===== src/rtl/mcs_pkg.sv =====
package mcs_pkg;

  typedef enum logic [3:0] {
    ST_FETCH     = 4'd0,
    ST_DECODE    = 4'd1,
    ST_EX_REG    = 4'd2,
    ST_EX_LOGI   = 4'd3,
    ST_EX_ADDR   = 4'd4,
    ST_EX_BR     = 4'd5,
    ST_MEM_RD    = 4'd6,
    ST_MEM_WR    = 4'd7,
    ST_WB_ALU_RD = 4'd8,
    ST_WB_ALU_RT = 4'd9,
    ST_WB_MEM    = 4'd10
  } mcs_state_e;

  typedef enum logic [2:0] {
    CL_REG    = 3'd0,
    CL_LOGI   = 3'd1,
    CL_LOAD   = 3'd2,
    CL_STORE  = 3'd3,
    CL_BRANCH = 3'd4,
    CL_NONE   = 3'd5
  } mcs_class_e;

  typedef enum logic [2:0] {
    AOP_ADD = 3'd0,
    AOP_SUB = 3'd1,
    AOP_AND = 3'd2,
    AOP_OR  = 3'd3,
    AOP_SLT = 3'd4
  } mcs_aop_e;

  typedef enum logic [1:0] {
    BSRC_REG  = 2'd0,
    BSRC_SEXT = 2'd1,
    BSRC_ZEXT = 2'd2
  } mcs_bsrc_e;

  typedef struct packed {
    logic      pc_we;
    logic      pc_sel;
    logic      ir_we;
    logic      opnd_we;
    logic      rf_we;
    logic      rf_dst_rd;
    mcs_bsrc_e b_src;
    mcs_aop_e  aop;
    logic      mem_rd;
    logic      mem_wr;
    logic      mem_to_reg;
  } mcs_ctl_t;

endpackage


===== src/rtl/mcs_rst_sync.sv =====
module mcs_rst_sync #(
  parameter int STAGES = 2
) (
  input  logic clk,
  input  logic rst_n,
  output logic rst_sync_n
);

  logic [STAGES-1:0] sh_q;

  // Assertion is asynchronous; release ripples through STAGES flops (STAGES >= 2).
  always_ff @(posedge clk or negedge rst_n) begin
    if (!rst_n) sh_q <= '0;
    else        sh_q <= {sh_q[STAGES-2:0], 1'b1};
  end

  assign rst_sync_n = sh_q[STAGES-1];

endmodule


===== src/rtl/mcs_classify.sv =====
module mcs_classify
  import mcs_pkg::*;
#(
  parameter int              OPC_W     = 6,
  parameter int              FN_W      = 6,
  parameter logic [OPC_W-1:0] OPC_REG   = 6'h00,
  parameter logic [OPC_W-1:0] OPC_LOGI  = 6'h0D,
  parameter logic [OPC_W-1:0] OPC_LOAD  = 6'h23,
  parameter logic [OPC_W-1:0] OPC_STORE = 6'h2B,
  parameter logic [OPC_W-1:0] OPC_BEQ   = 6'h04,
  parameter logic [FN_W-1:0]  FN_ADD    = 6'h20,
  parameter logic [FN_W-1:0]  FN_SUB    = 6'h22,
  parameter logic [FN_W-1:0]  FN_AND    = 6'h24,
  parameter logic [FN_W-1:0]  FN_OR     = 6'h25,
  parameter logic [FN_W-1:0]  FN_SLT    = 6'h2A
) (
  input  logic [OPC_W-1:0] opcode,
  input  logic [FN_W-1:0]  funct,
  output mcs_class_e       cls,
  output mcs_aop_e         reg_aop
);

  always_comb begin
    cls     = CL_NONE;
    reg_aop = AOP_ADD;
    if (opcode == OPC_REG) begin
      cls = CL_REG;
      if      (funct == FN_ADD) reg_aop = AOP_ADD;
      else if (funct == FN_SUB) reg_aop = AOP_SUB;
      else if (funct == FN_AND) reg_aop = AOP_AND;
      else if (funct == FN_OR)  reg_aop = AOP_OR;
      else if (funct == FN_SLT) reg_aop = AOP_SLT;
      else                      cls     = CL_NONE;
    end else if (opcode == OPC_LOGI) begin
      cls = CL_LOGI;
    end else if (opcode == OPC_LOAD) begin
      cls = CL_LOAD;
    end else if (opcode == OPC_STORE) begin
      cls = CL_STORE;
    end else if (opcode == OPC_BEQ) begin
      cls = CL_BRANCH;
    end
  end

endmodule


===== src/rtl/mcs_next_state.sv =====
module mcs_next_state
  import mcs_pkg::*;
(
  input  mcs_state_e state,
  input  mcs_class_e cls,
  output mcs_state_e nxt
);

  always_comb begin
    nxt = ST_FETCH;
    case (state)
      ST_FETCH: nxt = ST_DECODE;
      ST_DECODE: begin
        case (cls)
          CL_REG:    nxt = ST_EX_REG;
          CL_LOGI:   nxt = ST_EX_LOGI;
          CL_LOAD:   nxt = ST_EX_ADDR;
          CL_STORE:  nxt = ST_EX_ADDR;
          CL_BRANCH: nxt = ST_EX_BR;
          default:   nxt = ST_FETCH;
        endcase
      end
      ST_EX_REG:  nxt = ST_WB_ALU_RD;
      ST_EX_LOGI: nxt = ST_WB_ALU_RT;
      ST_EX_ADDR: nxt = (cls == CL_LOAD) ? ST_MEM_RD : ST_MEM_WR;
      ST_MEM_RD:  nxt = ST_WB_MEM;
      default:    nxt = ST_FETCH;
    endcase
  end

endmodule


===== src/rtl/mcs_out_decode.sv =====
module mcs_out_decode
  import mcs_pkg::*;
(
  input  mcs_state_e state,
  input  mcs_aop_e   reg_aop,
  input  logic       alu_zero,
  output mcs_ctl_t   ctl
);

  always_comb begin
    ctl = '0;
    case (state)
      ST_FETCH: begin
        ctl.ir_we = 1'b1;
        ctl.pc_we = 1'b1;
      end
      ST_DECODE:  ctl.opnd_we = 1'b1;
      ST_EX_REG: begin
        ctl.b_src = BSRC_REG;
        ctl.aop   = reg_aop;
      end
      ST_EX_LOGI: begin
        ctl.b_src = BSRC_ZEXT;
        ctl.aop   = AOP_OR;
      end
      ST_EX_ADDR: begin
        ctl.b_src = BSRC_SEXT;
        ctl.aop   = AOP_ADD;
      end
      ST_EX_BR: begin
        ctl.b_src  = BSRC_REG;
        ctl.aop    = AOP_SUB;
        ctl.pc_sel = 1'b1;
        ctl.pc_we  = alu_zero;
      end
      ST_MEM_RD: ctl.mem_rd = 1'b1;
      ST_MEM_WR: ctl.mem_wr = 1'b1;
      ST_WB_ALU_RD: begin
        ctl.rf_we     = 1'b1;
        ctl.rf_dst_rd = 1'b1;
      end
      ST_WB_ALU_RT: ctl.rf_we = 1'b1;
      ST_WB_MEM: begin
        ctl.rf_we      = 1'b1;
        ctl.mem_to_reg = 1'b1;
      end
      default: ctl = '0;
    endcase
  end

endmodule


===== src/rtl/mcs_seq_ctrl.sv =====
module mcs_seq_ctrl
  import mcs_pkg::*;
#(
  parameter int OPC_W       = 6,
  parameter int FN_W        = 6,
  parameter int SYNC_STAGES = 2
) (
  input  logic             clk,
  input  logic             rst_n,
  input  logic [OPC_W-1:0] opcode,
  input  logic [FN_W-1:0]  funct,
  input  logic             alu_zero,
  output logic             pc_we,
  output logic             pc_sel,
  output logic             ir_we,
  output logic             opnd_we,
  output logic             rf_we,
  output logic             rf_dst_rd,
  output logic [1:0]       alu_b_sel,
  output logic [2:0]       alu_op,
  output logic             mem_rd,
  output logic             mem_wr,
  output logic             mem_to_reg
);

  logic       rst_sync_n;
  mcs_state_e state_q;
  mcs_state_e state_d;
  mcs_class_e cls;
  mcs_aop_e   reg_aop;
  mcs_ctl_t   ctl_raw;
  mcs_ctl_t   ctl_out;
  logic       state_en;

  mcs_rst_sync #(.STAGES(SYNC_STAGES)) u_rst_sync (
    .clk        (clk),
    .rst_n      (rst_n),
    .rst_sync_n (rst_sync_n)
  );

  mcs_classify #(.OPC_W(OPC_W), .FN_W(FN_W)) u_classify (
    .opcode  (opcode),
    .funct   (funct),
    .cls     (cls),
    .reg_aop (reg_aop)
  );

  mcs_next_state u_next (
    .state (state_q),
    .cls   (cls),
    .nxt   (state_d)
  );

  // The sequencer advances every cycle once out of reset.
  assign state_en = 1'b1;

  always_ff @(posedge clk or negedge rst_sync_n) begin
    if (!rst_sync_n)   state_q <= ST_FETCH;
    else if (state_en) state_q <= state_d;
  end

  mcs_out_decode u_out (
    .state    (state_q),
    .reg_aop  (reg_aop),
    .alu_zero (alu_zero),
    .ctl      (ctl_raw)
  );

  assign ctl_out    = rst_sync_n ? ctl_raw : '0;

  assign pc_we      = ctl_out.pc_we;
  assign pc_sel     = ctl_out.pc_sel;
  assign ir_we      = ctl_out.ir_we;
  assign opnd_we    = ctl_out.opnd_we;
  assign rf_we      = ctl_out.rf_we;
  assign rf_dst_rd  = ctl_out.rf_dst_rd;
  assign alu_b_sel  = ctl_out.b_src;
  assign alu_op     = ctl_out.aop;
  assign mem_rd     = ctl_out.mem_rd;
  assign mem_wr     = ctl_out.mem_wr;
  assign mem_to_reg = ctl_out.mem_to_reg;

endmodule


===== config.mk =====
export PLATFORM = sky130hd
export DESIGN_NAME = mcs_seq_ctrl
export DESIGN_NICKNAME = d
export VERILOG_FILES = /design/src/rtl/mcs_pkg.sv /design/src/rtl/mcs_rst_sync.sv /design/src/rtl/mcs_classify.sv /design/src/rtl/mcs_next_state.sv /design/src/rtl/mcs_out_decode.sv /design/src/rtl/mcs_seq_ctrl.sv
export SDC_FILE = /design/constraint.sdc
export NUM_CORES = 1
export LEC_CHECK = 0
export ABC_AREA = 1
export BUFFER_PORTS_ARGS = -buffer_cell sky130_fd_sc_hd__buf_4
export CORE_AREA = 5 5 42 44
export CTS_CLUSTER_DIAMETER = 150
export CTS_CLUSTER_SIZE = 24
export DETAILED_ROUTE_END_ITERATION = 16
export DIE_AREA = 0 0 47 49
export PLACE_DENSITY_LB_ADDON = 0.15
export SETUP_SLACK_MARGIN = 0.1
export SYNTH_ARGS = -nofsm -noshare
export SYNTH_HDL_FRONTEND = slang
export SYNTH_SLANG_ARGS = --single-unit

===== constraint.sdc =====
create_clock -name clk -period 2.6 [get_ports clk]
set_input_delay 0.26 -clock clk [delete_from_list [all_inputs] [get_ports clk]]
set_output_delay 0.26 -clock clk [all_outputs]
set_load 0.02 [all_outputs]

==> reports/metrics.cfg <==
[power_and_ir_drop]
pwr-share-comb_pct=50.4
max-vdd-ir-drop_mv=0.419
p_switching_mw=0.195
clockPowerShare_pct=19.0
switching_share_pct=44.7
p_total_mw=0.436
power-per-cell-area_nw_per_um2=493
p_int_mw=0.241
seq_power_share_pct=30.6
leakage_nw=0.484

[critical_path]
critical_path_most_common_cell=sky130_fd_sc_hd__nor2_2
critPathSlowestCell=sky130_fd_sc_hd__dfrtp_1
critical_path.cell_chain=nor2_2 > nand2_2 > nor2_2 > nand4_1 > a21oi_1 > buf_4
critical_path_required_ns=2.34
critical_path_startpoint_category=register
criticalPathCategory=reg -> out
crit_path_max_incr_delay_ns=0.41
cp_data_arrival_time_ns=1.46
critical_path.endpoint_type=output pin
crit_fanout=5

[synthesis]
ys_warn_count=0
postSynth.asyncResetShare_pct=100
postSynthAreaPerCell_sq_um=6.08
synthFlopType=sky130_fd_sc_hd__dfrtp_1
ys_top_cells_by_area=sky130_fd_sc_hd__dfrtp_1, sky130_fd_sc_hd__nor2_1, sky130_fd_sc_hd__nand2_1, sky130_fd_sc_hd__inv_1, sky130_fd_sc_hd__nand4_1
synth.net_count=117
synthesized_area_sq_um=621
synthesis.instances=102
synth_top_area_cell=sky130_fd_sc_hd__dfrtp_1
synth_enable_flop_cells=0
netlist-cell-type-count=21
synth.ff_latch_count=6
yosys.area.top_type_share_pct=24.2
netlist_top_cells_count=sky130_fd_sc_hd__nor2_1, sky130_fd_sc_hd__nand2_1, sky130_fd_sc_hd__inv_1
cell_with_the_most_instances_after_synthesis=sky130_fd_sc_hd__nor2_1
synth_seq_area_share_pct=24.2

[floorplanning]
ioPinCount=29
die-height_um=49
dieArea_sq_um=2300
design.core.area_sq_um=1400
placementRows=14
effective_utilization_at_floorplan_pct=44.3
die_x_um=47

[cts]
ctsLongestPathBuffers=2
clock_tree.htree_level_count=1
clkLatencyLatePin_ns=0.24
root_buffer=sky130_fd_sc_hd__clkbuf_4
numCtsBuffers=3
cts_sinks=6
tritoncts=done
cts.clk_slew.worst_paths_ns=0.04

[drt]
first_iter_violations=18
vias=750
drt-total-wl_um=1550
wl_per_cell_um=10.3
viasPerCell=5.00
drt-pass1-iter-count=4
final_ant_viol_nets=0
remaining_drc_errors=0

[final_layout]
drive_gt1_share_pct=35.8
layoutNonFillerInstCount=150
design.final.nets=151
multi_input_comb_area_sq_um=407
fillers=145
antenna-diode-count=0
area_growth_syn_to_layout_pct=42.3
postLayoutCoreUtil_pct=63.0
seqCellArea_sq_um=150
final_area_sq_um=883

[global_routing]
number_of_antenna_violations_at_the_first_check_in_global_routing=0
grt_start_max_net_pins=10
groute.usage.overall_pct=14.2
grt_pass1_wl_um=2550
number_of_global_route_vias_before_repair=695
grt_overflow=0

[timing]
max_freq_ghz=0.580
final.min_clock_period_ns=1.72
worst_clock_skew_ns=0.000198
setup_tns_ns=0
report.final.slew_viol_count=0
final-setup-viol-count=0
report.final.hold_viol_count=0
finalCritPeriodShare_pct=66.3
grt_setup_unrepaired=false

[placed_design]
detailed_place_hpwl_um=1330
numPlacedInstances=146
numPortBuffers=28
routabilityCongestion=0.837
detailed_place.area_sq_um=851

[run]
max-cap-violations=0

[outcome]
status=finished, final reports clean

[worst_hold_path]
holdCritPathClass=reg -> async

## critical path: cells and delay by family (launching register included)
kind / cells / cell delay (ns)
simple gates: 4 / 0.52
flops: 1 / 0.41
buf+inv: 1 / 0.15
compound gates: 1 / 0.13
## cell type report
type | count | share of cell area, %
multi-input cells | 79 | 46.0
repair buffers | 29 | 24.9
clock buffers | 3 | 2.55
well taps | 16 | 2.27
flip-flops and latches | 6 | 17.0
inverters | 17 | 7.22
## through the flow
stage,hold slack (ns),setup WS [ns]
floorplan,-0.0356,1.05
global route,0.166,0.748
finish,0.133,0.877
CTS,0.136,0.870
detailed placement,0.0437,1.12
global placement,0.0421,1.15
## power by group through the flow
stage                     Clock (mW)  Combinational [mW]  Sequential, mW
after global placement             0               0.215           0.133
final                         0.0829               0.219           0.133
after CTS                     0.0857               0.220           0.133
after detailed placement           0               0.218           0.134
after floorplan                    0               0.139           0.130
after global routing          0.0952               0.241           0.136
## repair_timing
action	in CTS	in global routing
buffers inserted	0	0
gates resized for setup	0	0
endpoints found under the setup margin	0	0
hold buffers	1	0
endpoints found under the hold margin	2	0
## final timing paths
path	start	to	slack [ns]	cells past startpoint
setup reg to reg	state_q[1]	state_q[1]	1.41	7
max in group asynchronous	rst_n	u_rst_sync.sh_q[1]	2.17	2
min in group clk	u_rst_sync.sh_q[0]	u_rst_sync.sh_q[1]	0.35	0
setup / recovery	state_q[3]	alu_op[1]	0.88	6
hold / removal	u_rst_sync.sh_q[1]	state_q[2]	0.13	0
hold reg to reg	u_rst_sync.sh_q[1]	state_q[2]	0.13	0
## placed cells by master (no fill, tap or decap), drive strengths merged
cell type	netlist	final
buf	0	28
nor2	27	27
nand2	22	22
inv	17	17
nand4	9	9
nand3	8	8
dfrtp	6	6
a21oi	3	3
clkbuf	0	3
o21ai	2	2
a211oi	1	1
a21boi	1	1
or2	1	1
and3	1	1
nor3	1	1
a31oi	1	1
nor3b	1	1
dlygate4sd3	0	1
conb	1	1
## per-layer routing
metal  track usage [%]  part of all wire, %  wire length [um]
met5                 0                    0                 0
met4              3.69                    0                 0
met3              3.32                  8.5               132
met2              23.1                   49               763
met1              18.1                   42               653
## state kept, by name (all words and copies together) (netlist names)
| signal | cells |
|---|---|
| state_q | 4 |
| u_rst_sync.sh_q | 2 |
## logic make-up (layout without fill, tap and decap cells)
logic type	after synthesis	in the layout	share of synthesized area [%]
and+or+nand+nor	70	70	57.5
DFF	6	6	24.2
AOI/OAI and AO/OA	8	8	7.46
buffers and inverters	17	49	10.3
other	1	1	0.604
(Power assumes the default switching activity.)
